$ cat src/rtl/trig_pkg.sv
package trig_pkg;

   // Register window indices
   typedef enum logic [1:0] {
      REG_SELECT  = 2'd0,
      REG_CONTROL = 2'd1,
      REG_COMPARE = 2'd2,
      REG_SPARE   = 2'd3
   } trig_reg_e;

   // Trigger kind reported in the top nibble of the control word
   localparam logic [3:0] KIND_ADDR_DATA = 4'd2;
   localparam int unsigned KIND_W    = 4;
   localparam int unsigned MASKW_W   = 6;

   // Low field positions (decoded by the trigger-match logic)
   localparam int unsigned POS_SELECT = 19;
   localparam int unsigned POS_TIMING = 18;
   localparam int unsigned POS_ACT_HI = 17;
   localparam int unsigned POS_ACT_LO = 12;
   localparam int unsigned POS_CHAIN  = 11;
   localparam int unsigned POS_MAT_HI = 10;
   localparam int unsigned POS_MAT_LO = 7;
   localparam int unsigned POS_PRV_M  = 6;
   localparam int unsigned POS_PRV_H  = 5;
   localparam int unsigned POS_PRV_S  = 4;
   localparam int unsigned POS_PRV_U  = 3;
   localparam int unsigned POS_EXEC   = 2;
   localparam int unsigned POS_STORE  = 1;
   localparam int unsigned POS_LOAD   = 0;
   localparam int unsigned LOW_W      = POS_SELECT + 1;

   typedef struct packed {
      logic       dbg_own;
      logic       sel_data;
      logic       after;
      logic [5:0] act;
      logic       chain;
      logic [3:0] mkind;
      logic       en_m;
      logic       en_h;
      logic       en_s;
      logic       en_u;
      logic       on_exec;
      logic       on_store;
      logic       on_load;
   } trig_ctrl_t;

endpackage

$ cat src/rtl/trig_codec.sv
module trig_codec
   import trig_pkg::*;
#(
   parameter int unsigned XLEN = 32
) (
   input  trig_ctrl_t        fld_i,
   output logic [XLEN-1:0]   word_o,
   input  logic [LOW_W-1:0]  low_i,
   input  logic              own_i,
   output trig_ctrl_t        fld_o
);

   localparam int unsigned KIND_HI = XLEN - 1;
   localparam int unsigned OWN_POS = XLEN - 1 - KIND_W;
   localparam int unsigned MSK_HI  = OWN_POS - 1;

   // Pack stored fields into the read format
   always_comb begin
      word_o = '0;
      word_o[KIND_HI -: KIND_W]          = KIND_ADDR_DATA;
      word_o[OWN_POS]                    = fld_i.dbg_own;
      word_o[MSK_HI -: MASKW_W]          = '0;
      word_o[POS_SELECT]                 = fld_i.sel_data;
      word_o[POS_TIMING]                 = fld_i.after;
      word_o[POS_ACT_HI:POS_ACT_LO]      = fld_i.act;
      word_o[POS_CHAIN]                  = fld_i.chain;
      word_o[POS_MAT_HI:POS_MAT_LO]      = fld_i.mkind;
      word_o[POS_PRV_M]                  = fld_i.en_m;
      word_o[POS_PRV_H]                  = fld_i.en_h;
      word_o[POS_PRV_S]                  = fld_i.en_s;
      word_o[POS_PRV_U]                  = fld_i.en_u;
      word_o[POS_EXEC]                   = fld_i.on_exec;
      word_o[POS_STORE]                  = fld_i.on_store;
      word_o[POS_LOAD]                   = fld_i.on_load;
   end

   // Unpack a written word; an execute trigger always fires before the access
   always_comb begin
      fld_o.dbg_own  = own_i;
      fld_o.sel_data = low_i[POS_SELECT];
      fld_o.after    = low_i[POS_TIMING] & ~low_i[POS_EXEC];
      fld_o.act      = low_i[POS_ACT_HI:POS_ACT_LO];
      fld_o.chain    = low_i[POS_CHAIN];
      fld_o.mkind    = low_i[POS_MAT_HI:POS_MAT_LO];
      fld_o.en_m     = low_i[POS_PRV_M];
      fld_o.en_h     = low_i[POS_PRV_H];
      fld_o.en_s     = low_i[POS_PRV_S];
      fld_o.en_u     = low_i[POS_PRV_U];
      fld_o.on_exec  = low_i[POS_EXEC];
      fld_o.on_store = low_i[POS_STORE];
      fld_o.on_load  = low_i[POS_LOAD];
   end

endmodule

$ cat src/rtl/trig_slot.sv
module trig_slot
   import trig_pkg::*;
#(
   parameter int unsigned XLEN = 32
) (
   input  logic            clk,
   input  logic            rst_n,
   input  logic            ctrl_we,
   input  logic            cmp_we,
   input  trig_ctrl_t      ctrl_d,
   input  logic [XLEN-1:0] cmp_d,
   output trig_ctrl_t      ctrl_q,
   output logic [XLEN-1:0] cmp_q
);

   always_ff @(posedge clk or negedge rst_n) begin
      if (!rst_n) begin
         ctrl_q <= '0;
      end else if (ctrl_we) begin
         ctrl_q <= ctrl_d;
      end
   end

   always_ff @(posedge clk or negedge rst_n) begin
      if (!rst_n) begin
         cmp_q <= '0;
      end else if (cmp_we) begin
         cmp_q <= cmp_d;
      end
   end

endmodule

$ cat src/rtl/trig_aggr.sv
module trig_aggr #(
   parameter int unsigned NUM_TRIG = 4
) (
   input  logic [NUM_TRIG-1:0] exec_v,
   input  logic [NUM_TRIG-1:0] load_v,
   input  logic [NUM_TRIG-1:0] store_v,
   output logic                fetch_any,
   output logic                load_any,
   output logic                store_any
);

   assign fetch_any = |exec_v;
   assign load_any  = |load_v;
   assign store_any = |store_v;

endmodule

$ cat src/rtl/trig_bank.sv
module trig_bank
   import trig_pkg::*;
#(
   parameter int unsigned XLEN     = 32,
   parameter int unsigned NUM_TRIG = 4
) (
   input  logic            clk,
   input  logic            rst_n,
   input  logic            in_debug,
   input  logic            wr_en,
   input  logic [1:0]      wr_addr,
   input  logic [XLEN-1:0] wr_data,
   input  logic [1:0]      rd_addr,
   output logic [XLEN-1:0] rd_data,
   output logic            fetch_chk,
   output logic            load_chk,
   output logic            store_chk,
   output logic            flush_pulse
);

   localparam int unsigned SEL_W   = (NUM_TRIG > 1) ? $clog2(NUM_TRIG) : 1;
   localparam int unsigned OWN_POS = XLEN - 1 - KIND_W;

   // Elaboration-time parameter checks
   if (NUM_TRIG < 1 || NUM_TRIG > 8) begin : g_bad_num
      $error("trig_bank: NUM_TRIG must lie in 1..8");
   end
   if (XLEN != 32 && XLEN != 64) begin : g_bad_xlen
      $error("trig_bank: XLEN must be 32 or 64");
   end

   logic [SEL_W-1:0]  sel_q;
   logic              sel_hit;
   logic              locked;
   logic              ctrl_acc;
   logic              cmp_acc;
   logic              flush_q;
   trig_ctrl_t        cur_ctrl;
   logic [XLEN-1:0]   cur_cmp;
   logic [XLEN-1:0]   cur_word;
   trig_ctrl_t        new_ctrl;
   trig_ctrl_t        slot_ctrl [NUM_TRIG];
   logic [XLEN-1:0]   slot_cmp  [NUM_TRIG];
   logic [NUM_TRIG-1:0] exec_v, load_v, store_v;

   // Selector: only in-range values are taken
   always_ff @(posedge clk or negedge rst_n) begin
      if (!rst_n) begin
         sel_q <= '0;
      end else if (wr_en && wr_addr == REG_SELECT && wr_data < XLEN'(NUM_TRIG)) begin
         sel_q <= wr_data[SEL_W-1:0];
      end
   end

   // Selected-trigger view; no match means out of range and reads as zero
   always_comb begin
      sel_hit  = 1'b0;
      cur_ctrl = '0;
      cur_cmp  = '0;
      for (int i = 0; i < NUM_TRIG; i++) begin
         if (sel_q == SEL_W'(i)) begin
            sel_hit  = 1'b1;
            cur_ctrl = slot_ctrl[i];
            cur_cmp  = slot_cmp[i];
         end
      end
   end

   assign locked   = cur_ctrl.dbg_own && !in_debug;
   assign ctrl_acc = wr_en && wr_addr == REG_CONTROL && sel_hit && !locked;
   assign cmp_acc  = wr_en && wr_addr == REG_COMPARE && sel_hit && !locked;

   trig_codec #(.XLEN(XLEN)) u_codec (
      .fld_i  (cur_ctrl),
      .word_o (cur_word),
      .low_i  (wr_data[LOW_W-1:0]),
      .own_i  (wr_data[OWN_POS]),
      .fld_o  (new_ctrl)
   );

   for (genvar g = 0; g < NUM_TRIG; g++) begin : g_slot
      logic hit;
      assign hit = (sel_q == SEL_W'(g));

      trig_slot #(.XLEN(XLEN)) u_slot (
         .clk     (clk),
         .rst_n   (rst_n),
         .ctrl_we (ctrl_acc && hit),
         .cmp_we  (cmp_acc && hit),
         .ctrl_d  (new_ctrl),
         .cmp_d   (wr_data),
         .ctrl_q  (slot_ctrl[g]),
         .cmp_q   (slot_cmp[g])
      );

      assign exec_v[g]  = slot_ctrl[g].on_exec;
      assign load_v[g]  = slot_ctrl[g].on_load;
      assign store_v[g] = slot_ctrl[g].on_store;
   end

   trig_aggr #(.NUM_TRIG(NUM_TRIG)) u_aggr (
      .exec_v    (exec_v),
      .load_v    (load_v),
      .store_v   (store_v),
      .fetch_any (fetch_chk),
      .load_any  (load_chk),
      .store_any (store_chk)
   );

   // Translation flush follows every accepted control update
   always_ff @(posedge clk or negedge rst_n) begin
      if (!rst_n) begin
         flush_q <= 1'b0;
      end else begin
         flush_q <= ctrl_acc;
      end
   end
   assign flush_pulse = flush_q;

   always_comb begin
      unique case (trig_reg_e'(rd_addr))
         REG_SELECT:  rd_data = XLEN'(sel_q);
         REG_CONTROL: rd_data = sel_hit ? cur_word : '0;
         REG_COMPARE: rd_data = sel_hit ? cur_cmp : '0;
         default:     rd_data = '0;
      endcase
   end

endmodule

$ cat config.mk
export PLATFORM = sky130hd
export DESIGN_NAME = trig_bank
export DESIGN_NICKNAME = d
export VERILOG_FILES = /design/src/rtl/trig_pkg.sv /design/src/rtl/trig_codec.sv /design/src/rtl/trig_slot.sv /design/src/rtl/trig_aggr.sv /design/src/rtl/trig_bank.sv
export SDC_FILE = /design/constraint.sdc
export NUM_CORES = 1
export LEC_CHECK = 0
export ABC_CLOCK_PERIOD_IN_PS = 2300
export BUFFER_PORTS_ARGS = -buffer_cell sky130_fd_sc_hd__buf_4
export CAP_MARGIN = 20
export CORE_MARGIN = 4
export CORE_UTILIZATION = 32
export DETAILED_ROUTE_END_ITERATION = 16
export GPL_TIMING_DRIVEN = 0
export SYNTH_ARGS = -nofsm -noshare
export SYNTH_HDL_FRONTEND = slang
export SYNTH_SLANG_ARGS = --single-unit
$ cat constraint.sdc
create_clock -name clk -period 2.3 [get_ports clk]
set_input_delay 0.345 -clock clk [delete_from_list [all_inputs] [get_ports clk]]
set_output_delay 0.345 -clock clk [all_outputs]
set_load 0.05 [all_outputs]
# --- After elaboration in Yosys (flattened, before gate mapping) ---
# Index checks and enable logic that the tools add are counted.
classes:
  magnitude_cmp: 1
  n_bitwise: 2
  n_reduce_logical: 25
  eq_ne: 7
  mux: 15
op_table:
  columns: ["op", "count"]
  rows:
  - ["2-to-1 mux 32 bit", 5]
  - ["case mux 32 bit (3 select lines)", 1]
  - ["2-to-1 mux 21 bit", 4]
  - ["< comparator 32 x 3 -> 1 bit, second input constant", 1]
  - ["2-to-1 mux 30 bit", 1]
  - ["logical AND 1 bit", 17]
  - ["OR reduction 4 bit", 3]
  - ["== test 2 bit, second input constant", 4]
  - ["== test 2 x 1 -> 1 bit, second input constant", 3]
  - ["zero test 2 bit", 3]
  - ["2-to-1 mux 1 bit", 4]
  - ["zero test 1 bit", 2]
  - ["bitwise AND 1 bit", 1]
  - ["NOT 1 bit", 1]
word_totals:
  out_inout_bits: 36
  reg_bits: 215
  wordCells: 108

# --- Logic depth before layout (Yosys ltp) ---
logic_depth:
  ltp_word: 9
  ltp_mapped: 7

# --- Modules after synthesis ---
# Synthesis repeated with hierarchy kept, for this count alone.
unflattened:
  cells_unflattened: 653
  hier_area_um2: 10826.6
modules_own_cells:
  columns: ["mod", "area_each_um2", "n_inst", "cells_per_inst"]
  rows:
  - ["trig_slot", 2122.0, 4, 112]
  - ["trig_bank", 1904.3, 1, 147]
  - ["trig_codec", 411.6, 1, 55]
  - ["trig_aggr", 22.5, 1, 3]

# --- Worst setup path after synthesis ---
# Ideal clock, no wire load.
synth_timing:
  kind: "reg-to-output"
  from: "register sel_q[0]"
  to: "output rd_data[0]"
  n_path_buf: 4
  t_required_ns: 1.955
  stages_incl_launch_ff: 7
  slack_ns: -0.613
  arrival_time_ns: 2.568
  cell_sequence: "dfrtp_1 > buf_6 > buf_2 > buf_1 > clkbuf_1 > a21oi_1 > o21ai_0"
synth_via:
  elab_chain_cells: 7
  word_cells_on_any_way: 19
  classes_between: "eq/ne: 3; mux: 15; reduce/logical: 1"
synth_rtl:
  columns: ["element", "line", "text"]
  rows:
  - ["start: declaration", "trig_bank.sv:32", "logic [SEL_W-1:0] sel_q;"]
  - ["start signal: assignment", "trig_bank.sv:51", "sel_q <= wr_data[SEL_W-1:0];"]
  - ["zero test 2 bit", "trig_bank.sv:61", "if (sel_q == SEL_W'(i)) begin"]
  - ["2-to-1 mux 32 bit, or another cell as far along (4 in a row)", "trig_bank.sv:61", null]
  - ["2-to-1 mux 32 bit or 2-to-1 mux 30 bit (tied branches)", "trig_bank.sv:124, trig_bank.sv:123", null]
  - ["case mux 32 bit (3 select lines) (*)", "trig_bank.sv:121", "unique case (trig_reg_e'(rd_addr))"]
  - ["end: declaration", "trig_bank.sv:14", "output logic [XLEN-1:0] rd_data,"]
# Mark *: on every way between the ends. The rest lies on a longest branch, timed or not.

# --- Worst setup path after layout ---
layout_timing:
  from: "register sel_q[0]"
  to: "output rd_data[17]"
# The elaborated chain is that of the path after synthesis.

==> key figures <==
Final layout
  • Nets: between 900 and 1000
  • Layout cells sized above 1: 54.8%
  • N_diodes: 0
  • Fin util: around 44%
  • Layout area overhead: 34.8%
  • Fill cells: ~2800

Critical path
  • WP data required: 1960 ps
  • Reg-to-Reg End: g_slot[0].u_slot.cmp_q[18]
  • Worst r2r path cells: 9
  • Critical path peak fanout: 6
  • Crit end category: output port
  • Startpoint Class: flop
  • Critical Path AT: between 2000 and 2500 ps
  • Flop2flop setup slack: -230 ps
  • Worst r2r src: sel_q[0]
  • Critical setup path kind: flop to output port

Min path
  • Worst Hold Class: input port to flop
  • Hold path startpoint: wr_data[21]
  • Hold endpoint: g_slot[1].u_slot.cmp_q[21]
  • Hold path cells: 2

Routing
  • Drt drc: 0
  • Post-DRT Antenna Nets: 0
  • Total Routed Length: ~31000 um
  • Via density: 5.41
  • Avg WL per Cell: ~24 um
  • Via count: approximately 7000
  • First-pass DRT Iterations: 5
  • DRT iter0 DRCs: 440

STA
  • Final cycle utilization of the critical path: 113%
  • Final hold violation count: 0
  • WHS: 95.9 ps
  • Worst setup margin: -297 ps
  • Worst-Margin Slew: 809 ps
  • Slew headroom: approximately 46%
  • Fmax: about 0.39 GHz
  • RSZ-0062 raised after global routing: yes
  • Setup TNS: -22350 ps
  • Final Skew: roughly 9.5 ps
  • Setup violators final: roughly 140
  • Final Max Tran Viols: 0
  • Post-layout min period: 2600 ps

GRT
  • Number of global-route vias before repair: about 7200
  • First-pass GRT wire length: between 40000 and 50000 um
  • Largest net degree at the start of global routing: 93
  • Total gr overflow: 0
  • Total track usage: between 10% and 20%
  • Initial antenna violation count: 0

Synthesis
  • Synthesis warning total: 0
  • Synth Register Bits: 215
  • Avg Inst Size Synth: around 14 um2
  • Seq/Total Area, Yosys: between 50% and 60%
  • Synth top area cells: dfrtp_1 54%, mux2_2 24%, mux4_2 4.7%
  • Unique masters post-synth: 37
  • Synthesized area: 10000 um2
  • Post-synthesis instance total: approximately 740
  • Yosys top cell by area: dfrtp_1
  • Syn nets: 777
  • Top cell type's share of synthesized area: about 54%

Run
  • Max-cap violations: 0

Clocking
  • Clock Latency Late Sink: 520 ps
  • Clock transition at path regs: 60 ps
  • CTS buffer count: 24
  • Clk sinks: 215
  • H-tree levels: 1
  • CTS tree: yes
  • Clock Root Buffer: clkbuf_16
  • Clock Path Buffers: 3

Placement
  • Worst slack, placed: -1230 ps
  • Input/output buffers: between 70 and 80
  • Gpl congestion: 0.817
  • Post-DP HPWL: ~19000 um

Floorplan
  • Starting utilization of the core area: approximately a third
  • Io pins: 76
  • Row cnt: between 60 and 70
  • Chip Height: 185 um
  • Core ar.: between 30000 and 40000 um2
  • Die area: approximately 34000 um2
  • Chip width: roughly 190 um

Power and ir drop
  • Pleak: between 6 and 7 nW
  • Pwr/cell area: 719 nW/um2
  • Peak supply drop: a little over 0.5 mV

Outcome
  • Status: complete, but fails checks
  • Failing checks: negative setup slack
report_power, final:
| group | total [mW] | internal [mW] | leakage, nW | switching (mW) |
|---|---|---|---|---|
| clock | 3.85 | 2.32 | 0.380 | 1.53 |
| combinational | 1.71 | 0.831 | 3.01 | 0.877 |
| sequential | 4.17 | 4.03 | 2.88 | 0.133 |
through the flow:
step | total power [mW] | cells | area [um2]
after floorplan | 5.15 | 737 | 10200
after CTS | 9.69 | 1267 | 13000
after global routing | 10.1 | 1286 | 13500
final | 9.73 | 1286 | 13500
after global placement | 5.63 | 1205 | 11200
after detailed placement | 5.66 | 1207 | 11300
final cells by class:
type                       count  area (um2)  share of cell area (%)
sequential                   215        5380                    39.8
multi-input combinational    465        4890                    36.1
timing repair buffer         115        1340                    9.89
clock buffer                  34         699                    5.17
buffer                        56         648                    4.79
tap                          396         495                    3.66
clock inverter                 5        81.3                   0.601
registers in the layout, indices dropped and copies added, names as in the netlist:
register / cells
g_slot.u_slot.cmp_q: 128
g_slot.u_slot.ctrl_q: 84
sel_q: 2
flush_pulse: 1
cell usage in the layout, fill, tap and decap left out, types with 3 or more instances in the layout:
cell and count:
mux2_2 178, mux4_2 21, nand3b_1 3, nor2b_1 4
mux2_4 37, clkbuf_16 35, clkbuf_8 8, o21ai_0 7
a21oi_2 9, clkbuf_4 5, o22a_1 13, a21o_1 15
a22o_1 20, a21oi_4 13, mux2i_1 18, and2_4 8
buf_8 7, dfrtp_1 214, nand2b_1 3, nor2_1 4
buf_12 23, clkbuf_1 15, buf_16 4, a21oi_1 21
buf_4 59, nand2_1 31, a22oi_2 12, o21ai_1 9
or4_1 3, nor4_1 7, buf_6 38, clkbuf_2 8
and2_1 4
how the worst max path moves through the flow:
stage,from,slack (ps),endpoint,depth (start not counted)
after floorplan,sel_q[0],6,rd_data[0],6
after global placement,rd_addr[0],-1230,rd_data[17],7
after detailed placement,rd_addr[0],-1230,rd_data[17],7
after CTS,sel_q[0],-260,rd_data[17],9
after global routing,sel_q[1],-330,rd_data[11],7
final,sel_q[0],-300,rd_data[17],9
worst max-delay path, stage by stage (launching register included):
cell       delay [ps]
dfrtp_1           390
buf_6             160
buf_6             140
nand2_8            70
clkbuf_16         160
clkbuf_16         160
a21oi_2            40
o22a_1            250
a21oi_4           180
buf_8             170
what timing repair did:
action                     4_1_cts  5_1_grt
hold buffers                     1        0
hold endpoints to repair        34        0
gates cloned                     4        8
pin swaps                       11       10
resized for setup              191       92
buffers inserted                17       12
setup endpoints to repair      203      197
layer usage:
| layer | track usage, % | up-vias | part of all wire [%] |
|---|---|---|---|
| li1 | - | 3006 | - |
| met1 | 24.6 | 3716 | 44 |
| met2 | 28.8 | 186 | 49 |
| met3 | 2.89 | 49 | 5.4 |
| met4 | 4.49 | 0 | 2.0 |
| met5 | 0 | - | 0 |
synth_stat cells:
master / n
a21boi_0: 1
a21o_1: 15
a21oi_1: 43
a221oi_1: 1
a22o_1: 20
a22oi_1: 13
a311o_1: 1
and2_1: 12
and3b_1: 1
buf_1: 8
buf_2: 7
buf_4: 5
buf_6: 4
clkbuf_1: 33
dfrtp_1: 215
mux2_1: 3
mux2_2: 213
mux2i_1: 18
mux4_2: 21
nand2_1: 32
nand2b_1: 3
nand3_1: 1
nand3b_1: 3
nand4_1: 1
nor2_1: 7
nor2b_1: 5
nor2b_2: 1
nor3_1: 3
nor3_2: 1
nor3b_1: 2
nor4_1: 7
nor4_2: 1
nor4_4: 1
o21ai_0: 18
o22a_1: 13
o22ai_1: 1
or4_1: 3
cells by family (layout without fill, tap and decap cells):
family	Yosys count	count (layout)	share of synthesized area (%)
DFF	215	215	53.6
and+or+nand+nor	84	84	4.61
muxes	255	255	30.7
AOI/OAI and AO/OA	126	126	8.34
buffers and inverters	57	210	2.71
No activity file was read; power rests on OpenSTA's default activity.
